$ cat src/rtl/wdt2_pkg.sv
package wdt2_pkg;

    localparam int unsigned DATA_W = 16;
    localparam int unsigned BE_W   = DATA_W / 8;
    localparam int unsigned ADDR_W = 5;

    // Register byte offsets
    localparam logic [ADDR_W-1:0] OFS_RELOAD = 5'h00;
    localparam logic [ADDR_W-1:0] OFS_STAT1  = 5'h04;
    localparam logic [ADDR_W-1:0] OFS_STAT2  = 5'h06;
    localparam logic [ADDR_W-1:0] OFS_CTRL   = 5'h08;
    localparam logic [ADDR_W-1:0] OFS_INIT   = 5'h12;

    // Bit positions inside the registers
    localparam int unsigned FIRST_BIT  = 3;
    localparam int unsigned SECOND_BIT = 1;
    localparam int unsigned BOOT_BIT   = 2;
    localparam int unsigned HALT_BIT   = 11;

    typedef enum logic {
        STAGE_FIRST  = 1'b0,
        STAGE_SECOND = 1'b1
    } stage_e;

    typedef struct packed {
        logic reload;
        logic stat1;
        logic stat2;
        logic ctrl;
        logic init;
    } wr_sel_t;

endpackage

$ cat src/rtl/wdt2_decode.sv
module wdt2_decode
    import wdt2_pkg::*;
(
    input  logic              wr_en,
    input  logic [ADDR_W-1:0] addr,
    input  logic [BE_W-1:0]   be,
    output wr_sel_t           sel
);

    logic any_wr;

    always_comb begin
        any_wr     = wr_en && (be != '0);
        sel        = '0;
        sel.reload = any_wr && (addr == OFS_RELOAD);
        sel.stat1  = any_wr && (addr == OFS_STAT1);
        sel.stat2  = any_wr && (addr == OFS_STAT2);
        sel.ctrl   = any_wr && (addr == OFS_CTRL);
        sel.init   = any_wr && (addr == OFS_INIT);
    end

endmodule

$ cat src/rtl/wdt2_regs.sv
module wdt2_regs
    import wdt2_pkg::*;
#(
    parameter  int unsigned CNT_W      = 10,
    parameter  int unsigned INIT_RESET = 4,
    parameter  int unsigned INIT_MIN   = 4,
    localparam int unsigned HI_W       = DATA_W - CNT_W
) (
    input  logic              clk,
    input  logic              rst_n,
    input  wr_sel_t           sel,
    input  logic [DATA_W-1:0] wdata,
    input  logic [BE_W-1:0]   be,
    input  logic              set_first,
    input  logic              set_second,
    output logic              halt,
    output logic [CNT_W-1:0]  init_val,
    output logic [HI_W-1:0]   init_hi,
    output logic              flag_first,
    output logic              flag_second,
    output logic              flag_boot
);

    typedef struct packed {
        logic             halt;
        logic [CNT_W-1:0] init;
        logic [HI_W-1:0]  hi;
        logic             first;
        logic             second;
        logic             boot;
    } regs_t;

    regs_t             r_d, r_q;
    logic [DATA_W-1:0] cur_word;
    logic [DATA_W-1:0] merged;

    always_comb begin
        r_d      = r_q;
        cur_word = {r_q.hi, r_q.init};
        for (int b = 0; b < int'(BE_W); b++) begin
            merged[b*8 +: 8] = be[b] ? wdata[b*8 +: 8] : cur_word[b*8 +: 8];
        end

        if (sel.init) begin
            r_d.hi = merged[DATA_W-1:CNT_W];
            if (merged[CNT_W-1:0] >= CNT_W'(INIT_MIN)) begin
                r_d.init = merged[CNT_W-1:0];
            end
        end

        if (sel.ctrl && be[HALT_BIT/8]) begin
            r_d.halt = wdata[HALT_BIT];
        end

        if (sel.stat1 && be[FIRST_BIT/8] && wdata[FIRST_BIT]) begin
            r_d.first = 1'b0;
        end
        if (sel.stat2 && be[SECOND_BIT/8] && wdata[SECOND_BIT]) begin
            r_d.second = 1'b0;
        end
        if (sel.stat2 && be[BOOT_BIT/8] && wdata[BOOT_BIT]) begin
            r_d.boot = 1'b0;
        end

        // Events take priority over a clearing write
        if (set_first) begin
            r_d.first = 1'b1;
        end
        if (set_second) begin
            r_d.second = 1'b1;
        end
    end

    always_ff @(posedge clk or negedge rst_n) begin
        if (!rst_n) begin
            r_q        <= '0;
            r_q.halt   <= 1'b1;
            r_q.init   <= CNT_W'(INIT_RESET);
            r_q.boot   <= 1'b1;
        end else begin
            r_q <= r_d;
        end
    end

    assign halt        = r_q.halt;
    assign init_val    = r_q.init;
    assign init_hi     = r_q.hi;
    assign flag_first  = r_q.first;
    assign flag_second = r_q.second;
    assign flag_boot   = r_q.boot;

endmodule

$ cat src/rtl/wdt2_counter.sv
module wdt2_counter
    import wdt2_pkg::*;
#(
    parameter int unsigned CNT_W      = 10,
    parameter int unsigned INIT_RESET = 4
) (
    input  logic             clk,
    input  logic             rst_n,
    input  logic             tick_en,
    input  logic             halt,
    input  logic             reload,
    input  logic             no_reboot,
    input  logic [CNT_W-1:0] init_val,
    output logic [CNT_W-1:0] count,
    output logic             first_exp,
    output logic             second_exp,
    output logic             rst_req
);

    typedef struct packed {
        logic [CNT_W-1:0] count;
        stage_e           stage;
        logic             rst_pulse;
    } cnt_t;

    cnt_t c_d, c_q;

    always_comb begin
        c_d           = c_q;
        c_d.rst_pulse = 1'b0;
        first_exp     = 1'b0;
        second_exp    = 1'b0;

        if (reload) begin
            c_d.count = init_val;
            c_d.stage = STAGE_FIRST;
        end else if (tick_en && !halt) begin
            if (c_q.count == '0) begin
                c_d.count = init_val;
                if (c_q.stage == STAGE_FIRST) begin
                    first_exp = 1'b1;
                    c_d.stage = STAGE_SECOND;
                end else begin
                    second_exp    = 1'b1;
                    c_d.stage     = STAGE_FIRST;
                    c_d.rst_pulse = !no_reboot;
                end
            end else begin
                c_d.count = c_q.count - 1'b1;
            end
        end
    end

    always_ff @(posedge clk or negedge rst_n) begin
        if (!rst_n) begin
            c_q.count     <= CNT_W'(INIT_RESET);
            c_q.stage     <= STAGE_FIRST;
            c_q.rst_pulse <= 1'b0;
        end else begin
            c_q <= c_d;
        end
    end

    assign count   = c_q.count;
    assign rst_req = c_q.rst_pulse;

endmodule

$ cat src/rtl/dual_stage_wdt.sv
module dual_stage_wdt
    import wdt2_pkg::*;
#(
    parameter  int unsigned CNT_W      = 10,
    parameter  int unsigned INIT_RESET = 4,
    parameter  int unsigned INIT_MIN   = 4,
    localparam int unsigned HI_W       = DATA_W - CNT_W
) (
    input  logic              clk,
    input  logic              rst_n,
    input  logic              tick_en,
    input  logic              no_reboot,
    input  logic              irq_enable,
    input  logic              wr_en,
    input  logic [ADDR_W-1:0] addr,
    input  logic [DATA_W-1:0] wdata,
    input  logic [BE_W-1:0]   be,
    output logic [DATA_W-1:0] rdata,
    output logic              irq,
    output logic              rst_req
);

    wr_sel_t          sel;
    logic             halt;
    logic [CNT_W-1:0] init_val;
    logic [HI_W-1:0]  init_hi;
    logic             flag_first;
    logic             flag_second;
    logic             flag_boot;
    logic [CNT_W-1:0] count;
    logic             first_exp;
    logic             second_exp;
    logic             wr_reload;

    wdt2_decode u_decode (
        .wr_en (wr_en),
        .addr  (addr),
        .be    (be),
        .sel   (sel)
    );

    assign wr_reload = sel.reload;

    wdt2_regs #(
        .CNT_W      (CNT_W),
        .INIT_RESET (INIT_RESET),
        .INIT_MIN   (INIT_MIN)
    ) u_regs (
        .clk         (clk),
        .rst_n       (rst_n),
        .sel         (sel),
        .wdata       (wdata),
        .be          (be),
        .set_first   (first_exp),
        .set_second  (second_exp),
        .halt        (halt),
        .init_val    (init_val),
        .init_hi     (init_hi),
        .flag_first  (flag_first),
        .flag_second (flag_second),
        .flag_boot   (flag_boot)
    );

    wdt2_counter #(
        .CNT_W      (CNT_W),
        .INIT_RESET (INIT_RESET)
    ) u_counter (
        .clk        (clk),
        .rst_n      (rst_n),
        .tick_en    (tick_en),
        .halt       (halt),
        .reload     (wr_reload),
        .no_reboot  (no_reboot),
        .init_val   (init_val),
        .count      (count),
        .first_exp  (first_exp),
        .second_exp (second_exp),
        .rst_req    (rst_req)
    );

    always_comb begin
        rdata = '0;
        case (addr)
            OFS_RELOAD: rdata[CNT_W-1:0] = count;
            OFS_STAT1:  rdata[FIRST_BIT] = flag_first;
            OFS_STAT2: begin
                rdata[SECOND_BIT] = flag_second;
                rdata[BOOT_BIT]   = flag_boot;
            end
            OFS_CTRL:   rdata[HALT_BIT] = halt;
            OFS_INIT:   rdata = {init_hi, init_val};
            default:    rdata = '0;
        endcase
    end

    assign irq = flag_first && irq_enable;

endmodule

$ cat config.mk
export PLATFORM = sky130hd
export DESIGN_NAME = dual_stage_wdt
export DESIGN_NICKNAME = d
export VERILOG_FILES = /design/src/rtl/wdt2_pkg.sv /design/src/rtl/wdt2_decode.sv /design/src/rtl/wdt2_regs.sv /design/src/rtl/wdt2_counter.sv /design/src/rtl/dual_stage_wdt.sv
export SDC_FILE = /design/constraint.sdc
export NUM_CORES = 1
export LEC_CHECK = 0
export BUFFER_PORTS_ARGS = -buffer_cell sky130_fd_sc_hd__buf_4
export CAP_MARGIN = 20
export CORE_MARGIN = 2
export CORE_UTILIZATION = 47
export DETAILED_ROUTE_END_ITERATION = 10
export PLACE_DENSITY = 0.76
export SLEW_MARGIN = 20
export SYNTH_ARGS = -nofsm -noshare
export SYNTH_HDL_FRONTEND = slang
export SYNTH_SLANG_ARGS = --single-unit
$ cat constraint.sdc
create_clock -name clk -period 1.85 [get_ports clk]
set_input_delay 0.0925 -clock clk [delete_from_list [all_inputs] [get_ports clk]]
set_output_delay 0.0925 -clock clk [all_outputs]
set_load 0.05 [all_outputs]
== After elaboration in Yosys (flattened, before gate mapping) ==
Cells that the tools add are included.
Storage, ports and cells
  flip-flop bits (word level): 32
  output and inout bits: 18
  word-level logic and storage cells: 68
Cells by class
  add/sub/neg operators: 1
  magnitude comparators: 1
  equal/unequal tests: 4
  mux-type cells: 27
  reduce and logical (&&, ||, !) cells: 26
Operators by type and width (number)
  1-bit 2-to-1 mux: 15
  1-bit logical AND: 14
  12-bit 2-to-1 mux: 1
  6-bit case mux with 2 select lines: 1
  11-bit 2-to-1 mux: 1
  5-bit by 3-bit equality test with 1-bit output (second input constant): 2
  10-bit by 3-bit greater-or-equal comparator with 1-bit output (second input constant): 1
  10-bit zero test: 1
  10-bit 2-to-1 mux: 1
  2-bit nonzero test: 5
  10-bit by 1-bit subtractor with 10-bit output (second input constant): 1
  8-bit 2-to-1 mux: 1
  2-bit case mux with 3 select lines: 1
  2-bit AND reduction: 3
  5-bit by 4-bit equality test with 1-bit output (second input constant): 1
  5-bit equality test (second input constant): 1
  5-bit zero test: 1
  2-bit 2-to-1 mux: 2
  4-bit 2-to-1 mux: 1
  1-bit case mux with 2 select lines: 2
  1-bit case mux with 3 select lines: 1
  1-bit zero test: 2

== Depth between registers and ports, before layout ==
Gate-level depths: netlist (run 1).
  word-level depth: 7
  depth in mapped cells: 7
  depth with buffers taken out: 6

== Hierarchy ==
Synthesis (run 1) repeated with hierarchy kept, for this count alone.
Second synthesis, totals
  cells, all modules: 194
  area, all modules: 2033.2 um2
Modules (own cells, without submodules)
  wdt2_regs: times used 1, cells an instance 56, area each 857.1 um2, seq. area each 504.2 um2
  wdt2_counter: times used 1, cells an instance 97, area each 849.6 um2, seq. area each 301.5 um2
  dual_stage_wdt: times used 1, cells an instance 29, area each 249.0 um2, seq. area each 0.0 um2
  wdt2_decode: times used 1, cells an instance 12, area each 77.6 um2, seq. area each 0.0 um2

== Worst setup path after synthesis (run 1) ==
OpenSTA, ideal clock, no wires.
  kind: register -> register
  start: register, netlist name u_regs.halt
  end: register, netlist name u_counter.count[5]
  data arrival time: 1736 ps
  required time: 1725 ps
  path slack: -11 ps
  cell stages (with the launch flop): 6
  path buffers: 1
  period minus slack after synthesis: 1861 ps
  cell sequence: dfstp_2 -> nor2b_1 -> clkbuf_1 -> and3_1 -> a21oi_1 -> mux2_2
On the way
  cells in the longest elaborated chain, start to end: 3
RTL lines
  1-bit zero test: RTL line wdt2_counter.sv:37  | end else if (tick_en && !halt) begin
  1-bit logical AND: RTL line wdt2_counter.sv:37
  2-bit nonzero test (no line)
Every way passes these cells.
A chain may end at the register's enable or synchronous reset.

== Worst setup path in the final report (run 1) ==
  start: register, netlist name u_counter.count[1]
  end: register, netlist name u_counter.count[5]
On the way
  cells in the longest elaborated chain, start to end: 4
  elaborated cells on any way between the ends: 5
  those cells by class: add/sub (1); mux (3); reduce/logical (1)
RTL lines
  10-bit by 1-bit subtractor with 10-bit output / 10-bit zero test (equally long branches): RTL line wdt2_counter.sv:49, wdt2_counter.sv:38
  10-bit 2-to-1 mux (*): RTL line wdt2_counter.sv:38  | if (c_q.count == '0) begin
  12-bit 2-to-1 mux (*): RTL line wdt2_counter.sv:37
  11-bit 2-to-1 mux (*): RTL line wdt2_counter.sv:34  | if (reload) begin
Mark *: on every way between the ends. The rest lies on a longest branch, timed or not. The select of a mux whose other input is x is not followed.

==> results of run 1 <==
-- power by group through the flow --
stage	sequential [mW]	clock, mW	combinational [mW]
2_1_floorplan	1.01	0	0.473
3_3_place_gp	1.05	0	0.749
3_5_place_dp	1.06	0	0.770
4_1_cts	1.05	0.755	0.780
5_1_grt	1.07	0.790	0.856
6_report	1.05	0.752	0.791
-- worst register-to-register path, cell delays in order (launching register included) --
cell     delay, ns
dfrtp_1       0.40
inv_1         0.06
ha_1          0.20
nor2b_1       0.15
and3_1        0.17
a21oi_2       0.29
mux2_2        0.38
-- layout make-up --
class,instances,area [sq um],share of cell area (%)
Multi-Input combinational cell,136,990,39.6
Sequential cell,32,806,32.3
Timing Repair Buffer,64,488,19.5
Clock buffer,7,96.3,3.86
Tap cell,48,60.1,2.41
Clock inverter,1,30.0,1.20
Inverter,7,26.3,1.05
-- cells in the mapped netlist, types with 4 or more instances --
cell        n
nand2_1     9
nor2_1     13
dfstp_2     4
a22o_1      7
a22oi_1     4
o22ai_1     5
a21oi_1     5
and2_1      7
o21ai_0     6
a2bb2oi_1   4
clkbuf_1    6
and3_1      4
nand3_1     6
nor3_1      7
nand4_1     5
inv_1       7
dfrtp_1    28
mux2_2     18
-- routing by layer --
layer  up-vias  GRT usage [%]  share of wire, %
li1        816              -                 -
met1       843           34.5                44
met2        64           38.8                49
met3         6           4.90               5.4
met4         0           8.93               1.3
met5         -              0                 0
-- sequential cells by signal, summed over array words and instances (netlist names) --
| register | count |
|---|---|
| u_regs.flag_boot | 1 |
| u_regs.flag_second | 1 |
| u_regs.init_val | 10 |
| u_regs.flag_first | 1 |
| u_counter.rst_req | 1 |
| u_regs.init_hi | 6 |
| u_counter.count | 10 |
| u_regs.halt | 1 |
| u_counter.c_q | 1 |
-- what timing repair did --
item,CTS,global route
gates resized for setup,0,1
hold endpoints to repair,30,0
setup endpoints to repair,0,8
hold buffers,3,0
-- final timing paths --
kind | from | to | cells past startpoint
max | u_counter.count[1] | u_counter.count[5] | 6
min | wdata[0] | u_regs.init_val[0] | 2
max reg2reg | u_counter.count[1] | u_counter.count[5] | 6
min reg2reg | u_regs.flag_boot | u_regs.flag_boot | 1
max in group asynchronous | rst_n | u_regs.init_val[2] | 2
min in group asynchronous | rst_n | u_counter.count[6] | 2
-- stage by stage --
stage	hold WS (ns)	utilization, %	setup WS [ns]	instance area, sq um
2_1_floorplan	-0.203	-	0.00433	1850
3_3_place_gp	0.0546	62.8	0.0529	2330
3_5_place_dp	0.0588	62.8	0.0268	2330
4_1_cts	0.0345	67.0	0.0807	2490
5_1_grt	0.0334	67.2	0.0207	2500
6_report	0.0384	67.2	0.0897	2500
-- cell families after synthesis --
kind of cell / count (synthesis) / synth area share, %
xor gates and xnor gates: 2 / 0.950
buffers and inverters: 15 / 3.19
DFF: 32 / 43.7
muxes: 20 / 12.1
AOI/OAI and AO/OA: 42 / 16.7
adders and majority gates: 1 / 0.678
and+or+nand+nor: 71 / 22.7
==> results.yml, run 1 <==
global_routing:
  grt_max_degree: 33
  gr-usage-all-layers_pct: 24.9
  grt_first_pass_wirelength_microns: 8140
  grt_antenna_before_repair: 0
  globalRouteOverflowTotal: 0
  number_of_global_route_vias_before_repair: 1637
floorplan:
  fp-row-count: 22
  die_area_sq_mm: 0.00444
  ios: 47
  die_height_microns: 66.6
  floorplan.die.width_microns: 66.6
  starting_density_of_the_core_pct: 49.6
  total_core_area_sq_mm: 0.00372
timing:
  timing_worst_slew_pin_value_ns: 0.417
  post-route-min-period_ns: 1.76
  slew-limit-headroom_pct: 72.2
  clock.fmax_mhz: 568
  post-route-period-util_pct: 95.2
  finalClockSkew_ns: 0.00607
  slew_viol_final: 0
  unrepaired_setup_endpoints_after_global_routing: "no"
  final.setup.tns_ns: 0
  final_hold_viol_count: 0
  setup-violations-final: 0
status:
  run_status: "complete, no violations"
critical_path:
  critical_path_arrival_ns: 1.94
  cp_cell_sequence: "inv_1 > ha_1 > nor2b_1 > and3_1 > a21oi_2 > mux2_2"
  crit_slowest_cell: "dfrtp_1"
  max_stage_delay_ns: 0.40
  biggest_fanout_along_the_worst_timing_path: 5
  setup.reg_to_reg.worst_slack_ns: 0.09
  cp-end-kind: "flop"
  required_ns: 2.03
  timing.critical_path.buf_inv: 1
  timing.critical_path.from_type: "flop"
  timing.critical_path.max_delay_family: "flip-flops"
  worst-setup-path-type: "flop to flop"
power_and_ir_drop:
  combPwrFrac_pct: 30.5
  total_switching_power_mw: 0.857
  power_mw: 2.60
  p_int_mw: 1.74
  total_leakage_power_nw: 1.18
  p_seq_share_pct: 40.5
  swShare_pct: 33.0
  clock_power_share_pct: 29.0
  max-vdd-ir-drop_v: 0.000591
  power_density_mw_per_mm2: 1040
clock_tree:
  cts_made_buffers: 5
  cts_root_buffer: "clkbuf_8"
  postCtsSetupBuffers: 0
  clock_sinks: 32
  tritoncts: "done"
  worstSkewPairLatency_ns: 0.29
  cts.reportedPaths.clkPinSlew_ns: 0.07
  clock_tree.htree_level_count: 2
  ctsLongestPathBuffers: 2
placed_design:
  dp.final_hpwl_microns: 3690
  routabilityCongestion: 0.886
  port_buffers: 46
  place_inst: 284
layout:
  syn2layout_area_growth_pct: 35.3
  finalNetCount: 276
  layout_cells_excl_fill: 295
  post_route_cells_drive_above_1_share_pct: 40.9
  layout.filler_cells: 327
  antenna_cells: 0
  mostFrequentLayoutCell: "buf_4"
  mostFrequentLayoutCells: "buf_4 (61), dfrtp_1 (28), mux2_2 (18)"
route:
  routedWlPerCell_microns: 17.3
  drt_iter0_drc: 185
  via_per_inst: 5.86
  ant_nets: 0
  route.final.wire_length_microns: 5090
  routed-via-count: 1729
  detail_route.first_pass.iterations: 4
  remaining_drc_errors: 0
synthesis:
  synth_top_area_cell: "dfrtp_1"
  postSynthAreaPerCell_sq_um: 10.1
  netlist_instances: 183
  synth_seq_cells: 32
  synth.lib_cells_used.distinct: 46
  yosysTopAreaCellShare_pct: 38.0
  synth_ff_type: "dfrtp_1"
  yosysWarnings: 0
  synth_seq_area_share_pct: 43.7
  synthesis.nets: 213
  synth-edff-count: 0
  synth_area_sq_mm: 0.00184
  async_reset_ff_share_pct: 100
  post_synth_main_area_contributors: "dfrtp_1 (38%), mux2_2 (11%), dfstp_2 (5.7%)"
flow_run:
  max-cap-violations: 0
hold_path:
  hp-class: "input pin to flop"
Power figures use the tool's default switching activity.
==> run 2: changes to the inputs <==
PLACE_DENSITY = 0.75   (was 0.76)
==> run 2 against run 1 <==
Count of clock-buffer cells in the layout shrank 2; register-to-register slack gained 0.03 ns; non-clock buffer count grew 2; fmax grew 1.5%; total power shrank 2.8%; critical endpoint unchanged; sequential power is essentially flat; via count grew 0.46%; clock power shrank 10%; sequential cell count is the same.
==> results.yml, run 2 (synthesis results as in run 1) <==
status:
  run_status: "complete, no violations"
floorplan:
  fp-row-count: 22
  die_height_microns: 66.6
  floorplan.die.width_microns: 66.6
  total_core_area_sq_mm: 0.00372
  ios: 47
  starting_density_of_the_core_pct: 49.6
  die_area_sq_mm: 0.00444
layout:
  antenna_cells: 0
  mostFrequentLayoutCell: "buf_4"
  syn2layout_area_growth_pct: 35.8
  mostFrequentLayoutCells: "buf_4 (63), dfrtp_1 (28), mux2_2 (18)"
  layout_cells_excl_fill: 297
  finalNetCount: 278
  stdcell_area_sq_mm: 0.00250
  post_route_cells_drive_above_1_share_pct: 41.4
placed_design:
  port_buffers: 46
  dp.final_hpwl_microns: 3570
  routabilityCongestion: 0.818
  pre_cts_ws_ns: -0.00251
  place_area_sq_mm: 0.00235
  place_inst: 286
clock_tree:
  cts_root_buffer: "clkbuf_8"
  clock_sinks: 32
  cts_made_buffers: 5
  tritoncts: "done"
  cts.reportedPaths.clkPinSlew_ns: 0.07
  clock_tree.htree_level_count: 2
  worstSkewPairLatency_ns: 0.29
  postCtsSetupBuffers: 0
  ctsLongestPathBuffers: 2
global_routing:
  use_met3_pct: 5.41
  grt-busiest-layer: "met2"
  number_of_global_route_vias_before_repair: 1635
  grt.met1_usage_pct: 30.8
  grt_max_degree: 33
  grt_antenna_before_repair: 0
  grt_first_pass_wirelength_microns: 7700
  globalRouteOverflowTotal: 0
  groute.layer.met2.usage_pct: 37.5
  gr-usage-all-layers_pct: 23.3
route:
  routedWlPerCell_microns: 15.8
  ant_nets: 0
  remaining_drc_errors: 0
  detail_route.first_pass.iterations: 4
  route.final.wire_length_microns: 4710
  drt_iter0_drc: 159
  routed-via-count: 1737
  via_per_inst: 5.85
timing:
  worst_slack_ns: 0.115
  post-route-period-util_pct: 93.8
  slew-limit-headroom_pct: 72.5
  timing_worst_slew_pin_value_ns: 0.412
  final.setup.tns_ns: 0
  setup-violations-final: 0
  slew_viol_final: 0
  post-route-min-period_ns: 1.73
  final_hold_viol_count: 0
  finalClockSkew_ns: 0.00721
  clock.fmax_mhz: 576
  unrepaired_setup_endpoints_after_global_routing: "no"
flow_run:
  max-cap-violations: 0
critical_path:
  cp-end-kind: "flop"
  worst-setup-path-type: "flop to flop"
  required_ns: 2.03
  critical_path_arrival_ns: 1.91
  timing.critical_path.from_type: "flop"
  biggest_fanout_along_the_worst_timing_path: 5
hold_path:
  hp-class: "input pin to flop"
power_and_ir_drop:
  max-vdd-ir-drop_v: 0.000542
  power_density_mw_per_mm2: 1010
  total_leakage_power_nw: 1.18
==> run 2: cell types whose count changed in the layout (fill, tap and decap cells not counted), sizes merged <==
cell,before,now
buf,61,63
clkinv,0,1
clkinvlp,0,1
clkbuf,7,5
==> run 2: cell type report <==
class	count	area [sq um]
fill	300	1210
inverter	7	26.3
sequential	32	806
clock buffer	5	68.8
clock inverter	3	42.5
multi-input combinational	136	997
timing repair buffer	66	503
tap	48	60.1
==> run 2: critical path: stages, from the launching register on <==
cell and delay, ns:
dfrtp_1 0.39, inv_1 0.08, ha_1 0.22, nor2b_1 0.14
and3_1 0.18, a21oi_4 0.24, mux2_2 0.36
==> run 2: repair_timing <==
item	CTS	global route
hold endpoints to repair	30	0
gates resized for setup	0	2
endpoints found under the setup margin	0	5
hold buffers	3	0
==> run 2: stage by stage <==
stage	power (mW)	hold WS, ns	util (%)
final	2.52	0.0335	67.4
after global routing	2.67	0.0369	67.4
after CTS	2.51	0.0323	67.0
after detailed placement	1.83	0.0570	63.2
after global placement	1.81	0.0547	63.2
after floorplan	1.49	-0.203	-
==> run 2: routing by layer <==
layer	wire [microns]	up-vias
li1	-	816
met1	1910	821
met2	2240	89
met3	454	11
met4	100	0
met5	0	-
==> run 2: final timing paths <==
check	to	cells after the start	startpoint	slack, ns
setup / recovery	u_counter.count[5]	6	u_counter.count[0]	0.12
hold / removal	u_regs.init_hi[0]	2	wdata[10]	0.03
setup reg to reg	u_counter.count[5]	6	u_counter.count[0]	0.12
hold reg to reg	u_regs.flag_boot	1	u_regs.flag_boot	0.49
max in group asynchronous	u_regs.init_val[2]	2	rst_n	1.24
min in group asynchronous	u_counter.count[9]	2	rst_n	0.27
==> run 2: where the power goes <==
group / internal, mW / switching (mW)
Combinational: 0.409 / 0.398
Sequential: 0.874 / 0.165
Clock: 0.398 / 0.278
Total: 1.68 / 0.840
==> run 3: changes to the inputs <==
HOLD_SLACK_MARGIN = 0.05   (was default)
RECOVER_POWER = 100   (was default)
==> run 3 against run 2 <==
Non-clock buffer count up 12; count of clock-buffer cells in the layout did not move; worst setup slack got worse by 0.014 ns; routed wire length increased by 6.3%; clock power up 0.7%; critical endpoint is now u_regs.init_val[5]; largest power group unchanged.
==> results.yml, run 3 (synthesis results as in run 1) <==
status:
  run_status: "complete, no violations"
global_routing:
  use_met3_pct: 5.24
  grt_max_degree: 33
  groute.layer.met2.usage_pct: 40.0
  grt-busiest-layer: "met2"
  gr-usage-all-layers_pct: 24.2
  grt_antenna_before_repair: 0
  number_of_global_route_vias_before_repair: 1677
  grt.met1_usage_pct: 31.7
  globalRouteOverflowTotal: 0
  grt_first_pass_wirelength_microns: 7980
layout:
  finalNetCount: 290
  mostFrequentLayoutCell: "buf_4"
  layout.filler_cells: 300
  post_route_cells_drive_above_1_share_pct: 36.0
  area_used_by_multi_input_combinational_logic_sq_um: 997
  mostFrequentLayoutCells: "buf_4 (39), dfrtp_1 (28), mux2_2 (18)"
  syn2layout_area_growth_pct: 38.8
  antenna_cells: 0
  seqCellArea_sq_um: 806
  stdcell_area_sq_mm: 0.00256
hold_path:
  hp-class: "input pin to flop"
  worst_hold_path.num_cells: 2
power_and_ir_drop:
  total_leakage_power_nw: 1.19
  max-vdd-ir-drop_v: 0.000586
  power_mw: 2.53
  power_density_mw_per_mm2: 990
timing:
  clock.fmax_mhz: 572
  slew_viol_final: 0
  unrepaired_setup_endpoints_after_global_routing: "no"
  post-route-period-util_pct: 94.5
  timing_worst_slew_pin_value_ns: 0.806
  finalClockSkew_ns: 0.00536
  worst_slack_ns: 0.101
  final.setup.tns_ns: 0
  slew-limit-headroom_pct: 46.2
  setup-violations-final: 0
  final_hold_viol_count: 0
  post-route-min-period_ns: 1.75
floorplan:
  fp-row-count: 22
  ios: 47
  total_core_area_sq_mm: 0.00372
  floorplan.die.width_microns: 66.6
  die_height_microns: 66.6
  die_area_sq_mm: 0.00444
  starting_density_of_the_core_pct: 49.6
critical_path:
  critical_path_arrival_ns: 1.92
  regToRegStartpoint: "u_counter.count[0]"
  required_ns: 2.02
  cp_cell_sequence: "dlygate4sd3_1 > buf_4 > nor4_2 > a22oi_1 > o2111ai_2 > buf_4 > mux2_2"
  cp-end-kind: "flop"
  max_stage_delay_ns: 0.54
  timing.critical_path.depth: 7
  setup.reg_to_reg.worst_slack_ns: 0.12
  biggest_fanout_along_the_worst_timing_path: 5
  worstSetupEndpoint: "u_regs.init_val[5]"
  worst_r2r_path_depth: 6
  timing.critical_path.buf_inv: 3
  reg2reg_to: "u_counter.count[5]"
  timing.critical_path.max_delay_family: "buffers and inverters"
  crit_slowest_cell: "dlygate4sd3_1"
  worst-setup-path-type: "input pin to flop"
  worst_setup_path_startpoint: "wdata[6]"
  timing.critical_path.from_type: "input pin"
  path_common_cell: "buf_4"
flow_run:
  max-cap-violations: 0
route:
  ant_nets: 0
  remaining_drc_errors: 0
  routed-via-count: 1815
  detail_route.first_pass.iterations: 4
  via_per_inst: 5.87
  routedWlPerCell_microns: 16.2
  route.final.wire_length_microns: 5000
  drt_iter0_drc: 177
placed_design:
  pre_cts_ws_ns: -0.00251
  port_buffers: 46
  dp.final_hpwl_microns: 3570
  routabilityCongestion: 0.818
  place_area_sq_mm: 0.00235
clock_tree:
  cts_made_buffers: 5
  postCtsSetupBuffers: 0
  cts.reportedPaths.clkPinSlew_ns: 0.07
  clock_sinks: 32
  clock_tree.htree_level_count: 2
  ctsLongestPathBuffers: 2
  cts_root_buffer: "clkbuf_8"
  worstSkewPairLatency_ns: 0.29
  tritoncts: "done"
run 3: cell types whose count changed in the layout (fill, tap and decap cells not counted), sizes merged:
cell / previous run / this run
dlygate4sd3: 3 / 15
buf: 63 / 39
clkbuf: 5 / 29
run 3: report_power, final:
part	switching, mW	total (mW)	internal (mW)	leakage, nW
clock	0.282	0.681	0.398	0.0541
combinational	0.402	0.815	0.413	0.728
sequential	0.167	1.04	0.872	0.407
total	0.851	2.53	1.68	1.19
run 3: worst min-delay path by stage:
| stage | startpoint | endpoint | slack (ns) |
|---|---|---|---|
| 2_1_floorplan | rst_n | u_counter.c_q[1] | -0.20 |
| 3_3_place_gp | rst_n | u_counter.count[8] | 0.05 |
| 3_5_place_dp | rst_n | u_counter.count[8] | 0.06 |
| 4_1_cts | wdata[1] | u_regs.init_val[1] | 0.05 |
| 5_1_grt | wdata[1] | u_regs.init_val[1] | 0.05 |
| 6_report | wdata[1] | u_regs.init_val[1] | 0.06 |
run 3: metrics by stage:
| stage | util (%) | hold WS [ns] | cells |
|---|---|---|---|
| 2_1_floorplan | - | -0.203 | 183 |
| 3_3_place_gp | 63.2 | 0.0547 | 286 |
| 3_5_place_dp | 63.2 | 0.0570 | 286 |
| 4_1_cts | 70.2 | 0.0500 | 309 |
| 5_1_grt | 68.9 | 0.0550 | 309 |
| 6_report | 68.9 | 0.0556 | 309 |
run 3: area by class of cell:
cell class,count,area share (%)
Clock buffer,5,2.69
Clock inverter,3,1.66
Inverter,7,1.03
Multi-Input combinational cell,136,39.0
Sequential cell,32,31.5
Tap cell,48,2.35
Timing Repair Buffer,78,21.8
run 3: routing by layer:
layer  vias to the layer above  wire, microns
met3                        13            315
met2                        77           2420
li1                        847              -
met5                         -              0
met1                       878           2160
met4                         0             99
run 3: repair_timing:
item	CTS	global route
hold buffers	15	0
endpoints found under the hold margin	42	0
setup endpoints to repair	0	10
resized for setup	0	3
run 3: worst register-to-register path, stage by stage (launching register included):
cell,delay [ns]
dfrtp_1,0.39
inv_1,0.08
ha_1,0.22
nor2b_1,0.15
and3_1,0.18
a21oi_4,0.24
mux2_2,0.36
